$ cat src/rtl/i2cs_pkg.sv
package i2cs_pkg;

    localparam int NGPIO = 2;
    localparam logic [1:0] ADDR_PREFIX = 2'b11;

    localparam logic [1:0] GM_ODRAIN   = 2'b00;
    localparam logic [1:0] GM_PUSHPULL = 2'b01;

    typedef struct packed {
        logic                  link;
        logic                  asst_up;
        logic                  asst_dn;
        logic [NGPIO-1:0][1:0] mode;
    } ctl_t;

    localparam ctl_t CTL_DEFAULT = '0;

    typedef enum logic [2:0] {
        ST_IDLE,
        ST_ADDR,
        ST_AACK,
        ST_WDAT,
        ST_WACK,
        ST_RDAT,
        ST_RACK,
        ST_SKIP
    } slv_st_e;

    function automatic logic [7:0] ctl_to_byte(input ctl_t c);
        return {c.link, c.asst_up, c.asst_dn, 1'b0, c.mode[0], c.mode[1]};
    endfunction

endpackage

$ cat src/rtl/i2cs_line_cond.sv
module i2cs_line_cond #(
    parameter int SYNC_STAGES = 2,
    parameter int FILT_LEN    = 3
) (
    input  logic clk,
    input  logic rst_n,
    input  logic raw_i,
    output logic filt_o
);
    localparam int CW = $clog2(FILT_LEN + 1);

    typedef struct packed {
        logic [SYNC_STAGES-1:0] sync;
        logic                   filt;
        logic [CW-1:0]          cnt;
    } lc_t;

    lc_t s_q, s_d;

    always_comb begin
        s_d      = s_q;
        s_d.sync = {s_q.sync[SYNC_STAGES-2:0], raw_i};
        if (s_q.sync[SYNC_STAGES-1] != s_q.filt) begin
            // accept a new level only after FILT_LEN steady cycles
            if (s_q.cnt == CW'(FILT_LEN - 1)) begin
                s_d.filt = s_q.sync[SYNC_STAGES-1];
                s_d.cnt  = '0;
            end else begin
                s_d.cnt = s_q.cnt + 1'b1;
            end
        end else begin
            s_d.cnt = '0;
        end
    end

    always_ff @(posedge clk or negedge rst_n) begin
        if (!rst_n) begin
            s_q.sync <= '1;
            s_q.filt <= 1'b1;
            s_q.cnt  <= '0;
        end else begin
            s_q <= s_d;
        end
    end

    assign filt_o = s_q.filt;

endmodule

$ cat src/rtl/i2cs_gpio_pad.sv
module i2cs_gpio_pad (
    input  logic [1:0] mode_i,
    input  logic       val_i,
    output logic       oe_o,
    output logic       o_o
);
    import i2cs_pkg::*;

    always_comb begin
        case (mode_i)
            GM_ODRAIN: begin
                oe_o = ~val_i;
                o_o  = 1'b0;
            end
            GM_PUSHPULL: begin
                oe_o = 1'b1;
                o_o  = val_i;
            end
            default: begin
                oe_o = 1'b0;
                o_o  = 1'b0;
            end
        endcase
    end

endmodule

$ cat src/rtl/i2cs_slave.sv
module i2cs_slave
    import i2cs_pkg::*;
(
    input  logic             clk,
    input  logic             rst_n,
    input  logic             active_i,
    input  logic             scl_i,
    input  logic             sda_i,
    input  logic [6:0]       dev_addr_i,
    input  logic [NGPIO-1:0] gpio_in_i,
    output logic             sda_drv_o,
    output ctl_t             ctl_o,
    output logic [NGPIO-1:0] gval_o
);
    typedef struct packed {
        slv_st_e          st;
        logic             prev_scl;
        logic             prev_sda;
        logic [3:0]       bitcnt;
        logic [7:0]       shift;
        logic             rw;
        logic [1:0]       idx;
        ctl_t             stage;
        logic             mack;
        logic             drv;
        ctl_t             ctl;
        logic [NGPIO-1:0] gval;
    } sl_t;

    sl_t s_q, s_d;

    logic       scl_rise, scl_fall, start_c, stop_c;
    logic [7:0] ctl_byte, gpio_byte, next_byte;

    always_comb begin
        scl_rise  = scl_i & ~s_q.prev_scl;
        scl_fall  = ~scl_i & s_q.prev_scl;
        start_c   = s_q.prev_scl & scl_i & s_q.prev_sda & ~sda_i;
        stop_c    = s_q.prev_scl & scl_i & ~s_q.prev_sda & sda_i;
        ctl_byte  = ctl_to_byte(s_q.ctl);
        gpio_byte = {{(8-NGPIO){1'b0}}, gpio_in_i};
        next_byte = s_q.idx[0] ? ctl_byte : gpio_byte;

        s_d          = s_q;
        s_d.prev_scl = scl_i;
        s_d.prev_sda = sda_i;

        if (!active_i) begin
            s_d.st     = ST_IDLE;
            s_d.drv    = 1'b0;
            s_d.bitcnt = '0;
            s_d.idx    = '0;
            s_d.ctl    = CTL_DEFAULT;
            s_d.stage  = CTL_DEFAULT;
            s_d.gval   = '1;
        end else if (start_c) begin
            s_d.st     = ST_ADDR;
            s_d.bitcnt = '0;
            s_d.idx    = '0;
            s_d.drv    = 1'b0;
        end else if (stop_c) begin
            s_d.st  = ST_IDLE;
            s_d.drv = 1'b0;
        end else begin
            case (s_q.st)
                ST_ADDR: begin
                    if (scl_rise) begin
                        s_d.shift  = {s_q.shift[6:0], sda_i};
                        s_d.bitcnt = s_q.bitcnt + 1'b1;
                    end else if (scl_fall && s_q.bitcnt == 4'd8) begin
                        if (s_q.shift[7:1] == dev_addr_i) begin
                            s_d.rw  = s_q.shift[0];
                            s_d.drv = 1'b1;
                            s_d.st  = ST_AACK;
                        end else begin
                            s_d.st = ST_SKIP;
                        end
                    end
                end
                ST_AACK: begin
                    if (scl_fall) begin
                        s_d.bitcnt = '0;
                        if (s_q.rw) begin
                            s_d.shift = ctl_byte;
                            s_d.drv   = ~ctl_byte[7];
                            s_d.st    = ST_RDAT;
                        end else begin
                            s_d.drv = 1'b0;
                            s_d.st  = ST_WDAT;
                        end
                    end
                end
                ST_WDAT: begin
                    if (scl_rise) begin
                        s_d.shift  = {s_q.shift[6:0], sda_i};
                        s_d.bitcnt = s_q.bitcnt + 1'b1;
                    end else if (scl_fall && s_q.bitcnt == 4'd8) begin
                        if (s_q.idx != 2'd2) begin
                            s_d.drv = 1'b1;
                            s_d.st  = ST_WACK;
                        end else begin
                            s_d.st = ST_SKIP;
                        end
                    end
                end
                ST_WACK: begin
                    if (scl_fall) begin
                        s_d.drv    = 1'b0;
                        s_d.bitcnt = '0;
                        s_d.st     = ST_WDAT;
                        s_d.idx    = s_q.idx + 1'b1;
                        if (s_q.idx == 2'd0) begin
                            s_d.stage.link    = s_q.shift[7];
                            s_d.stage.asst_up = s_q.shift[6];
                            s_d.stage.asst_dn = s_q.shift[5];
                            s_d.stage.mode[0] = s_q.shift[3:2];
                            s_d.stage.mode[1] = s_q.shift[1:0];
                        end else begin
                            s_d.ctl  = s_q.stage;
                            s_d.gval = s_q.shift[NGPIO-1:0];
                        end
                    end
                end
                ST_RDAT: begin
                    if (scl_fall) begin
                        s_d.shift  = {s_q.shift[6:0], 1'b0};
                        s_d.bitcnt = s_q.bitcnt + 1'b1;
                        if (s_q.bitcnt == 4'd7) begin
                            s_d.drv = 1'b0;
                            s_d.st  = ST_RACK;
                        end else begin
                            s_d.drv = ~s_q.shift[6];
                        end
                    end
                end
                ST_RACK: begin
                    if (scl_rise) begin
                        s_d.mack = ~sda_i;
                    end else if (scl_fall) begin
                        if (s_q.mack) begin
                            s_d.idx[0] = ~s_q.idx[0];
                            s_d.shift  = next_byte;
                            s_d.drv    = ~next_byte[7];
                            s_d.bitcnt = '0;
                            s_d.st     = ST_RDAT;
                        end else begin
                            s_d.drv = 1'b0;
                            s_d.st  = ST_SKIP;
                        end
                    end
                end
                default: ;
            endcase
        end
    end

    always_ff @(posedge clk or negedge rst_n) begin
        if (!rst_n) begin
            s_q          <= '0;
            s_q.st       <= ST_IDLE;
            s_q.prev_scl <= 1'b1;
            s_q.prev_sda <= 1'b1;
            s_q.ctl      <= CTL_DEFAULT;
            s_q.stage    <= CTL_DEFAULT;
            s_q.gval     <= '1;
        end else begin
            s_q <= s_d;
        end
    end

    assign sda_drv_o = s_q.drv;
    assign ctl_o     = s_q.ctl;
    assign gval_o    = s_q.gval;

endmodule

$ cat src/rtl/i2c_seg_switch.sv
module i2c_seg_switch
    import i2cs_pkg::*;
#(
    parameter int SYNC_STAGES = 2,
    parameter int FILT_LEN    = 3
) (
    input  logic             clk,
    input  logic             rst_n,
    input  logic             en_i,
    input  logic             pwr_ok_i,
    input  logic             pwr2_ok_i,
    input  logic [4:0]       strap_i,
    input  logic             scl_up_i,
    input  logic             sda_up_i,
    output logic             scl_up_oe_o,
    output logic             sda_up_oe_o,
    input  logic             scl_dn_i,
    input  logic             sda_dn_i,
    output logic             scl_dn_oe_o,
    output logic             sda_dn_oe_o,
    output logic             assist_up_o,
    output logic             assist_dn_o,
    input  logic [NGPIO-1:0] gpio_i,
    output logic [NGPIO-1:0] gpio_oe_o,
    output logic [NGPIO-1:0] gpio_o
);
    localparam int NLINES = 2;   // index 0 clock, 1 data

    typedef struct packed {
        logic [NGPIO-1:0] s1;
        logic [NGPIO-1:0] s2;
    } gs_t;

    gs_t              gs_q, gs_d;
    logic             active, link_eff, slv_drv;
    logic [NLINES-1:0] line_raw, line_filt;
    ctl_t             ctl;
    logic [NGPIO-1:0] gval;

    always_comb begin
        active      = en_i & pwr_ok_i;
        link_eff    = ctl.link & pwr2_ok_i & active;
        line_raw[0] = scl_up_i & (~link_eff | scl_dn_i);
        line_raw[1] = sda_up_i & (~link_eff | sda_dn_i);
        scl_up_oe_o = link_eff & ~scl_dn_i;
        scl_dn_oe_o = link_eff & ~scl_up_i;
        sda_up_oe_o = slv_drv | (link_eff & ~sda_dn_i);
        sda_dn_oe_o = link_eff & (~sda_up_i | slv_drv);
        assist_up_o = ctl.asst_up & active;
        assist_dn_o = ctl.asst_dn & active;
        gs_d.s1     = gpio_i;
        gs_d.s2     = gs_q.s1;
    end

    always_ff @(posedge clk or negedge rst_n) begin
        if (!rst_n) gs_q <= '0;
        else        gs_q <= gs_d;
    end

    for (genvar gl = 0; gl < NLINES; gl++) begin : g_line
        i2cs_line_cond #(
            .SYNC_STAGES(SYNC_STAGES),
            .FILT_LEN   (FILT_LEN)
        ) u_cond (
            .clk   (clk),
            .rst_n (rst_n),
            .raw_i (line_raw[gl]),
            .filt_o(line_filt[gl])
        );
    end

    i2cs_slave u_slave (
        .clk       (clk),
        .rst_n     (rst_n),
        .active_i  (active),
        .scl_i     (line_filt[0]),
        .sda_i     (line_filt[1]),
        .dev_addr_i({ADDR_PREFIX, strap_i}),
        .gpio_in_i (gs_q.s2),
        .sda_drv_o (slv_drv),
        .ctl_o     (ctl),
        .gval_o    (gval)
    );

    for (genvar gp = 0; gp < NGPIO; gp++) begin : g_gpio
        i2cs_gpio_pad u_pad (
            .mode_i(ctl.mode[gp]),
            .val_i (gval[gp]),
            .oe_o  (gpio_oe_o[gp]),
            .o_o   (gpio_o[gp])
        );
    end

endmodule

$ cat config.mk
export PLATFORM = sky130hd
export DESIGN_NAME = i2c_seg_switch
export DESIGN_NICKNAME = d
export VERILOG_FILES = /design/src/rtl/i2cs_pkg.sv /design/src/rtl/i2cs_line_cond.sv /design/src/rtl/i2cs_gpio_pad.sv /design/src/rtl/i2cs_slave.sv /design/src/rtl/i2c_seg_switch.sv
export SDC_FILE = /design/constraint.sdc
export NUM_CORES = 1
export LEC_CHECK = 0
export ABC_AREA = 1
export CAP_MARGIN = 10
export CORE_MARGIN = 3
export CORE_UTILIZATION = 55
export DETAILED_ROUTE_END_ITERATION = 12
export PLACE_DENSITY = 0.77
export RECOVER_POWER = 100
export SYNTH_ARGS = -nofsm -noshare
export SYNTH_HDL_FRONTEND = slang
export SYNTH_SLANG_ARGS = --single-unit
$ cat constraint.sdc
create_clock -name clk -period 1.95 [get_ports clk]
set_clock_uncertainty 0.15 [all_clocks]
set_input_delay 0.195 -clock clk [delete_from_list [all_inputs] [get_ports clk]]
set_output_delay 0.195 -clock clk [all_outputs]
set_load 0.02 [all_outputs]
==> impl_metrics.toml, run 1 <==
[clock_network]
htree_num_levels = 2
clkSlewWorstSetupHoldPaths_ps = 90
ctsLongestPathBuffers = 2
root_buffer = "sky130_fd_sc_hd__clkbuf_8"
cts_sinks = 52
tritoncts = "built"
tritoncts.num_buffers = 5
worstSkewPairLatency_ps = 300

[setup_path]
crit-reg2reg-capture = "u_slave.s_q[37]$_DFFE_PN0P_"
critical_path.startpoint_type = "flip-flop"
critical_path_required_ps = 1600
worst-setup-path-type = "flip-flop to primary output"
critical_path.reg2reg.startpoint = "g_line[1].u_cond.filt_o$_DFFE_PN1P_"
timing.critical_path.to_type = "primary output"
cp_max_fo = 3
crit_arrival_ps = 1500
ff2ff_path_depth = 9
r2r_setup_slack_ps = 130

[min_path]
hold_depth = 0
timing.hold.worst_endpoint = "gs_q[1]$_DFF_PN0_"
hp-start = "gs_d[1]$_DFF_PN0_"
min-delay-path-class = "flip-flop to flip-flop"

[routing]
drt_wl_total_um = 6360
postRouteAntennaNets = 0
via_count_of_the_routed_design = 2532
drt-vias-per-instance = 5.29
initialDrtViolationCount = 156
detailedRoute.firstPassIterationCount = 5
avgRoutedWirePerCell_um = 13.3
drt_drc_violations_left = 0

[power]
cellLeakagePower_nw = 1.62
ir_drop_uv = 642
pwr_density_cell_nw_per_um2 = 1170

[synth]
synth.net_count = 394
synth_warnings = 0
synth_seq_cells = 52
synthesis.area_per_instance_um2 = 7.66
synthDistinctLibCells = 29
syn-instance-count = 374
synth_area_um2 = 2860
yosysSeqAreaShare_pct = 45.9

[global_routing]
antenna_found_initial = 0
grt.overflow.total = 0
grt_first_pass_wirelength_um = 11200
track_usage_pct = 23.2
grt_start_max_net_pins = 53
grt_pass1_vias = 2448

[timing]
max_frequency_ghz = 0.541
final_critical_path_setup_slack_ps = 102
finalMaxSlewViolations = 0
period_minus_slack_ps = 1850
setup_viol = 0
maxSlewHeadroom_pct = 27.5
portion_of_the_clock_cycle_consumed_by_the_worst_path_in_the_final_layout_pct = 94.8
timing_hold_violations_final = 0
tightestPinTransition_ps = 1090
grt_setup_unrepaired = "no"

[placed_design]
pre_cts_slack_ps = -178
routabilityCongestion = 0.909
placed_cells = 468
place_hpwl_um = 4870
numPortBuffers = 25

[final_layout]
final_cell_count_no_fill = 479
fillers = 435
antenna-diode-count = 0
layout-drive-gt1-share_pct = 17.7
area_delta_synth_final_pct = 16.3
final_net_count = 431

[run_status]
status = "completed"

[die]
die_height_um = 78.2
design.portCount = 26
initial_utilization_pct = 58.7
full_die_area_um2 = 6110
fp.dieW_um = 78.2
placement_rows = 25
design.core.area_um2 = 4880

[run]
max_cap_viol_count = 0
[flip-flops by register name, indices dropped and copies added (netlist names)]
name and count:
g_line.u_cond.s_q 6, g_line.u_cond.s_d 2, gs_d 2, g_line.u_cond.filt_o 2, u_slave.ctl_o 7, u_slave.sda_drv_o 1
u_slave.s_q 28, u_slave.gval_o 2, gs_q 2
[repair_timing]
action                     4_1_cts  5_1_grt
setup endpoints to repair        8       13
hold endpoints to repair        52        0
cloned                           0        0
resized for setup                8        9
pin swaps                        0        3
buffers inserted                 0        2
hold buffers                     1        0
[worst max-delay path: stages (launching register included)]
cell and delay (ps):
sky130_fd_sc_hd__dfrtp_1 380, sky130_fd_sc_hd__inv_1 70, sky130_fd_sc_hd__a21oi_1 120, sky130_fd_sc_hd__clkdlybuf4s50_1 620
[report_power, final]
part	switching [W]	internal, W	total (W)
clock	0.000352	0.000257	0.000609
sequential	0.000294	0.00138	0.00167
combinational	0.00105	0.000559	0.00161
total	0.00170	0.00220	0.00389
[cell type report]
type	count	area (µm²)	area share, %
Timing Repair Buffer	41	353	10.6
Multi-Input combinational cell	258	1280	38.5
Clock buffer	5	68.8	2.07
Inverter	53	203	6.09
Tap cell	67	83.8	2.52
Sequential cell	52	1320	39.5
Clock inverter	3	22.5	0.676
[worst max-delay path by stage]
stage | to | cells after the start | startpoint | slack (ps)
floorplan | u_slave.s_q[31]$_DFFE_PN0P_ | 9 | g_line[0].u_cond.filt_o$_DFFE_PN1P_ | 290
global placement | sda_up_oe_o | 6 | en_i | -160
detailed placement | sda_dn_oe_o | 6 | en_i | -180
CTS | sda_dn_oe_o | 3 | u_slave.ctl_o[6]$_DFFE_PN0P_ | 40
global route | u_slave.s_q[35]$_DFFE_PN0P_ | 10 | g_line[1].u_cond.filt_o$_DFFE_PN1P_ | 10
finish | gpio_oe_o[1] | 3 | u_slave.ctl_o[2]$_DFFE_PN0P_ | 100
[placed cells by master, fill, tap and decap left out, drive strengths merged, types with 3 or more instances in the layout]
| cell type | instances |
|---|---|
| clkinv | 3 |
| dlygate4sd3 | 4 |
| o21ai | 46 |
| buf | 13 |
| nand3 | 42 |
| nand4 | 5 |
| nor3 | 7 |
| dfrtp | 42 |
| ha | 4 |
| dlygate4sd2 | 8 |
| nor2 | 36 |
| o22ai | 4 |
| xnor2 | 3 |
| dfstp | 10 |
| a21oi | 9 |
| inv | 53 |
| clkbuf | 8 |
| nand2 | 98 |
| clkdlybuf4s50 | 13 |
[cell usage after synthesis]
cell                       number  area, µm²
sky130_fd_sc_hd__xnor2_1        3       26.3
sky130_fd_sc_hd__buf_2          2       10.0
sky130_fd_sc_hd__a21oi_2        1       8.76
sky130_fd_sc_hd__nand4_1        5       31.3
sky130_fd_sc_hd__o221ai_1       1       8.76
sky130_fd_sc_hd__buf_6          2       22.5
sky130_fd_sc_hd__o22ai_1        4       25.0
sky130_fd_sc_hd__nor2_1        27        101
sky130_fd_sc_hd__nand3_2        3       30.0
sky130_fd_sc_hd__a21oi_1        8       40.0
sky130_fd_sc_hd__dfrtp_1       42       1050
sky130_fd_sc_hd__o211ai_1       1       7.51
sky130_fd_sc_hd__o31ai_1        1       7.51
sky130_fd_sc_hd__inv_1         43        161
sky130_fd_sc_hd__o21ai_1       22        110
sky130_fd_sc_hd__nand2_1       89        334
sky130_fd_sc_hd__nand2_2        9       56.3
sky130_fd_sc_hd__buf_4          7       52.6
sky130_fd_sc_hd__inv_2          9       33.8
sky130_fd_sc_hd__dfstp_2       10        263
sky130_fd_sc_hd__ha_1           4       50.1
sky130_fd_sc_hd__o21ai_2        1       8.76
sky130_fd_sc_hd__nor2_2         7       43.8
sky130_fd_sc_hd__o21ai_0       23        115
sky130_fd_sc_hd__o21a_1         1       7.51
sky130_fd_sc_hd__nand3_1       39        195
sky130_fd_sc_hd__clkinv_2       1       5.00
sky130_fd_sc_hd__nor2_4         2       22.5
sky130_fd_sc_hd__nor3_1         7       35.0
[cells by family (layout without fill, tap and decap cells)]
family	count (synthesis)	count (layout)	share of synthesized area, %
AO/OA/AOI/OAI	63	63	11.8
AND/OR/NAND/NOR	188	188	29.7
buffers and inverters	64	102	9.96
XOR/XNOR	3	3	0.918
flip-flops	52	52	45.9
adder cells (fa/ha/maj)	4	4	1.75
[metal layers]
layer  track usage [%]  part of all wire (%)
met4              8.04                   1.8
met3              4.70                   5.2
met5                 0                     0
met1              30.8                    46
met2              37.8                    47
[through the flow]
stage / power (W) / instance area (µm²) / hold WS, ps / TNS, ps / util (%)
after CTS: 0.00388 / 3310 / 166 / 0 / 67.8
after global placement: 0.00324 / 3220 / 54.2 / -811 / 65.9
after detailed placement: 0.00326 / 3220 / 52.5 / -1100 / 65.9
after global routing: 0.00423 / 3330 / 216 / 0 / 68.2
final: 0.00389 / 3330 / 205 / 0 / 68.2
after floorplan: 0.00281 / 2860 / -251 / 0 / -
Power figures use the tool's default switching activity.
==> run 2: changes to the inputs <==
--- a/config.mk
+++ b/config.mk
@@ -12,6 +12,7 @@
 export DETAILED_ROUTE_END_ITERATION = 12
 export PLACE_DENSITY = 0.77
 export RECOVER_POWER = 100
+export REMOVE_ABC_BUFFERS = 1
 export SYNTH_ARGS = -nofsm -noshare
 export SYNTH_HDL_FRONTEND = slang
 export SYNTH_SLANG_ARGS = --single-unit
==> run 2 against run 1 <==
Setup slack lost 16 ps. Global-route usage shrank 0.17 points. First-iteration DRC count rose by 41%. Sequential share of layout area is 0.39 points lower. Cell area increased by 0.90%. Core utilization increased by 0.62 points.
==> impl_metrics.toml, run 2 (synthesized netlist as in run 1, its figures left out) <==
[run_status]
status = "completed"

[timing]
grt_setup_unrepaired = "yes"
maxSlewHeadroom_pct = 30.4
period_minus_slack_ps = 1860
timing_hold_violations_final = 0
max_frequency_ghz = 0.536
portion_of_the_clock_cycle_consumed_by_the_worst_path_in_the_final_layout_pct = 95.6
setup_viol = 0
finalMaxSlewViolations = 0
tightestPinTransition_ps = 1040

[routing]
avgRoutedWirePerCell_um = 13.6
postRouteAntennaNets = 0
initialDrtViolationCount = 220
detailedRoute.firstPassIterationCount = 6
via_count_of_the_routed_design = 2576
drt_drc_violations_left = 0
drt-vias-per-instance = 5.34
drt_wl_total_um = 6530

[final_layout]
final_cell_count_no_fill = 482
fillers = 425
antenna-diode-count = 0
largest_register_ffs = 28
top_library_cells_by_usage_in_the_layout_fill_and_taps_aside = "88 x sky130_fd_sc_hd__nand2_1, 43 x sky130_fd_sc_hd__inv_1, 41 x sky130_fd_sc_hd__dfrtp_1"
area_delta_synth_final_pct = 17.3
final_net_count = 434
layout.cells.most_common = "sky130_fd_sc_hd__nand2_1"
regMostFlops = "u_slave.s_q"
layout-drive-gt1-share_pct = 17.3

[die]
die_height_um = 78.2
design.portCount = 26
fp.dieW_um = 78.2
initial_utilization_pct = 58.7
placement_rows = 25
full_die_area_um2 = 6110
design.core.area_um2 = 4880

[placed_design]
numPortBuffers = 25
placed_cells = 469
routabilityCongestion = 0.968
place_hpwl_um = 4920

[global_routing]
grt_start_max_net_pins = 36
grt.overflow.total = 0
grt_pass1_vias = 2436
antenna_found_initial = 0
grt_first_pass_wirelength_um = 11300
track_usage_pct = 23.0

[power]
total_power_w = 0.00394
clock_power_share_pct = 15.3
pwr_density_cell_nw_per_um2 = 1170
switching_share_pct = 43.5
ir_drop_uv = 761
power.combinational.fraction_pct = 42.8
p_seq_share_pct = 41.9
cellLeakagePower_nw = 1.63
internal-power_w = 0.00223
p_switching_w = 0.00171

[clock_network]
cts_sinks = 52
ctsLongestPathBuffers = 2
tritoncts = "built"
tritoncts.num_buffers = 5
root_buffer = "sky130_fd_sc_hd__clkbuf_8"
clkSlewWorstSetupHoldPaths_ps = 90
htree_num_levels = 2
worstSkewPairLatency_ps = 300

[setup_path]
cp_slowest_cell = "sky130_fd_sc_hd__dfstp_2"
ff2ff_path_depth = 9
cp_max_fo = 6
timing.critical_path.to_type = "flip-flop"
path_delay_family = "simple AND/OR/NAND/NOR gates"
worstSetupPathDepth = 9
r2r_setup_slack_ps = 90
worst-path-buf-inv = 1
critical_path.startpoint_type = "flip-flop"
crit_arrival_ps = 1960
path_cells = "nand2_2 -> nor2_4 -> nor2_4 -> nand2_1 -> nand3_1 -> nor2_4 -> buf_4 -> nand3_1 -> nand2_1"
crit-reg2reg-capture = "u_slave.s_q[29]$_DFFE_PN0P_"
critical_path_required_ps = 2040
crit_path_frequent_cell = "sky130_fd_sc_hd__nor2_4"
critical_path.reg2reg.startpoint = "g_line[0].u_cond.filt_o$_DFFE_PN1P_"
cp_slowest_stage_delay_ps = 580
worst-setup-path-type = "flip-flop to flip-flop"

[min_path]
hp-start = "gs_d[1]$_DFF_PN0_"
hold_depth = 0
timing.hold.worst_endpoint = "gs_q[1]$_DFF_PN0_"
min-delay-path-class = "flip-flop to flip-flop"

[run]
max_cap_viol_count = 0
## run 2: how the worst max path moves through the flow
stage	from	endpoint	slack (ps)
floorplan	g_line[1].u_cond.filt_o$_DFFE_PN1P_	u_slave.s_q[35]$_DFFE_PN0P_	180
detailed placement	en_i	sda_up_oe_o	-210
finish	g_line[0].u_cond.filt_o$_DFFE_PN1P_	u_slave.s_q[29]$_DFFE_PN0P_	90
global placement	en_i	sda_up_oe_o	-150
global route	u_slave.s_q[35]$_DFFE_PN0P_	u_slave.s_q[32]$_DFFE_PN0P_	-20
CTS	en_i	assist_up_o	1
## run 2: timing repair
item | CTS | global route
hold buffers | 1 | 0
setup endpoints to repair | 7 | 21
pin swaps | 0 | 3
setup buffers | 0 | 4
endpoints found under the hold margin | 16 | 0
cloned | 0 | 0
resized for setup | 7 | 10
## run 2: area by class of cell
| type | count | area [µm²] | area share, % |
|---|---|---|---|
| flip-flops and latches | 52 | 1320 | 39.1 |
| multi-input cells | 258 | 1280 | 38.2 |
| repair buffers | 44 | 388 | 11.5 |
| inverters | 53 | 203 | 6.03 |
| well taps | 67 | 83.8 | 2.50 |
| clock buffers | 6 | 72.6 | 2.16 |
| clock inverters | 2 | 13.8 | 0.410 |
## run 2: stage by stage
stage	util, %	hold slack [ps]	cell area, µm²	setup slack (ps)	setup TNS (ps)
finish	68.8	205	3360	85.5	0
global route	68.8	215	3360	-23.5	-55.3
CTS	67.9	168	3310	1.38	0
detailed placement	66.1	14.3	3230	-207	-1430
global placement	66.1	13.3	3230	-152	-1020
floorplan	-	-251	2780	181	0
## run 2: metal layers
metal / vias to the layer above / part of all wire, % / GRT usage, %
li1: 1286 / - / -
met1: 1185 / 46 / 30.8
met2: 91 / 46 / 37.8
met3: 14 / 6.2 / 4.82
met4: 0 / 1.6 / 6.82
met5: - / 0 / 0
## run 2: power groups by stage
stage               registers (W)  logic [W]  clock network (W)
floorplan                 0.00159    0.00115                  0
detailed placement        0.00167    0.00160                  0
global placement          0.00166    0.00158                  0
finish                    0.00165    0.00169           0.000603
global route              0.00169    0.00190           0.000687
CTS                       0.00165    0.00160           0.000620
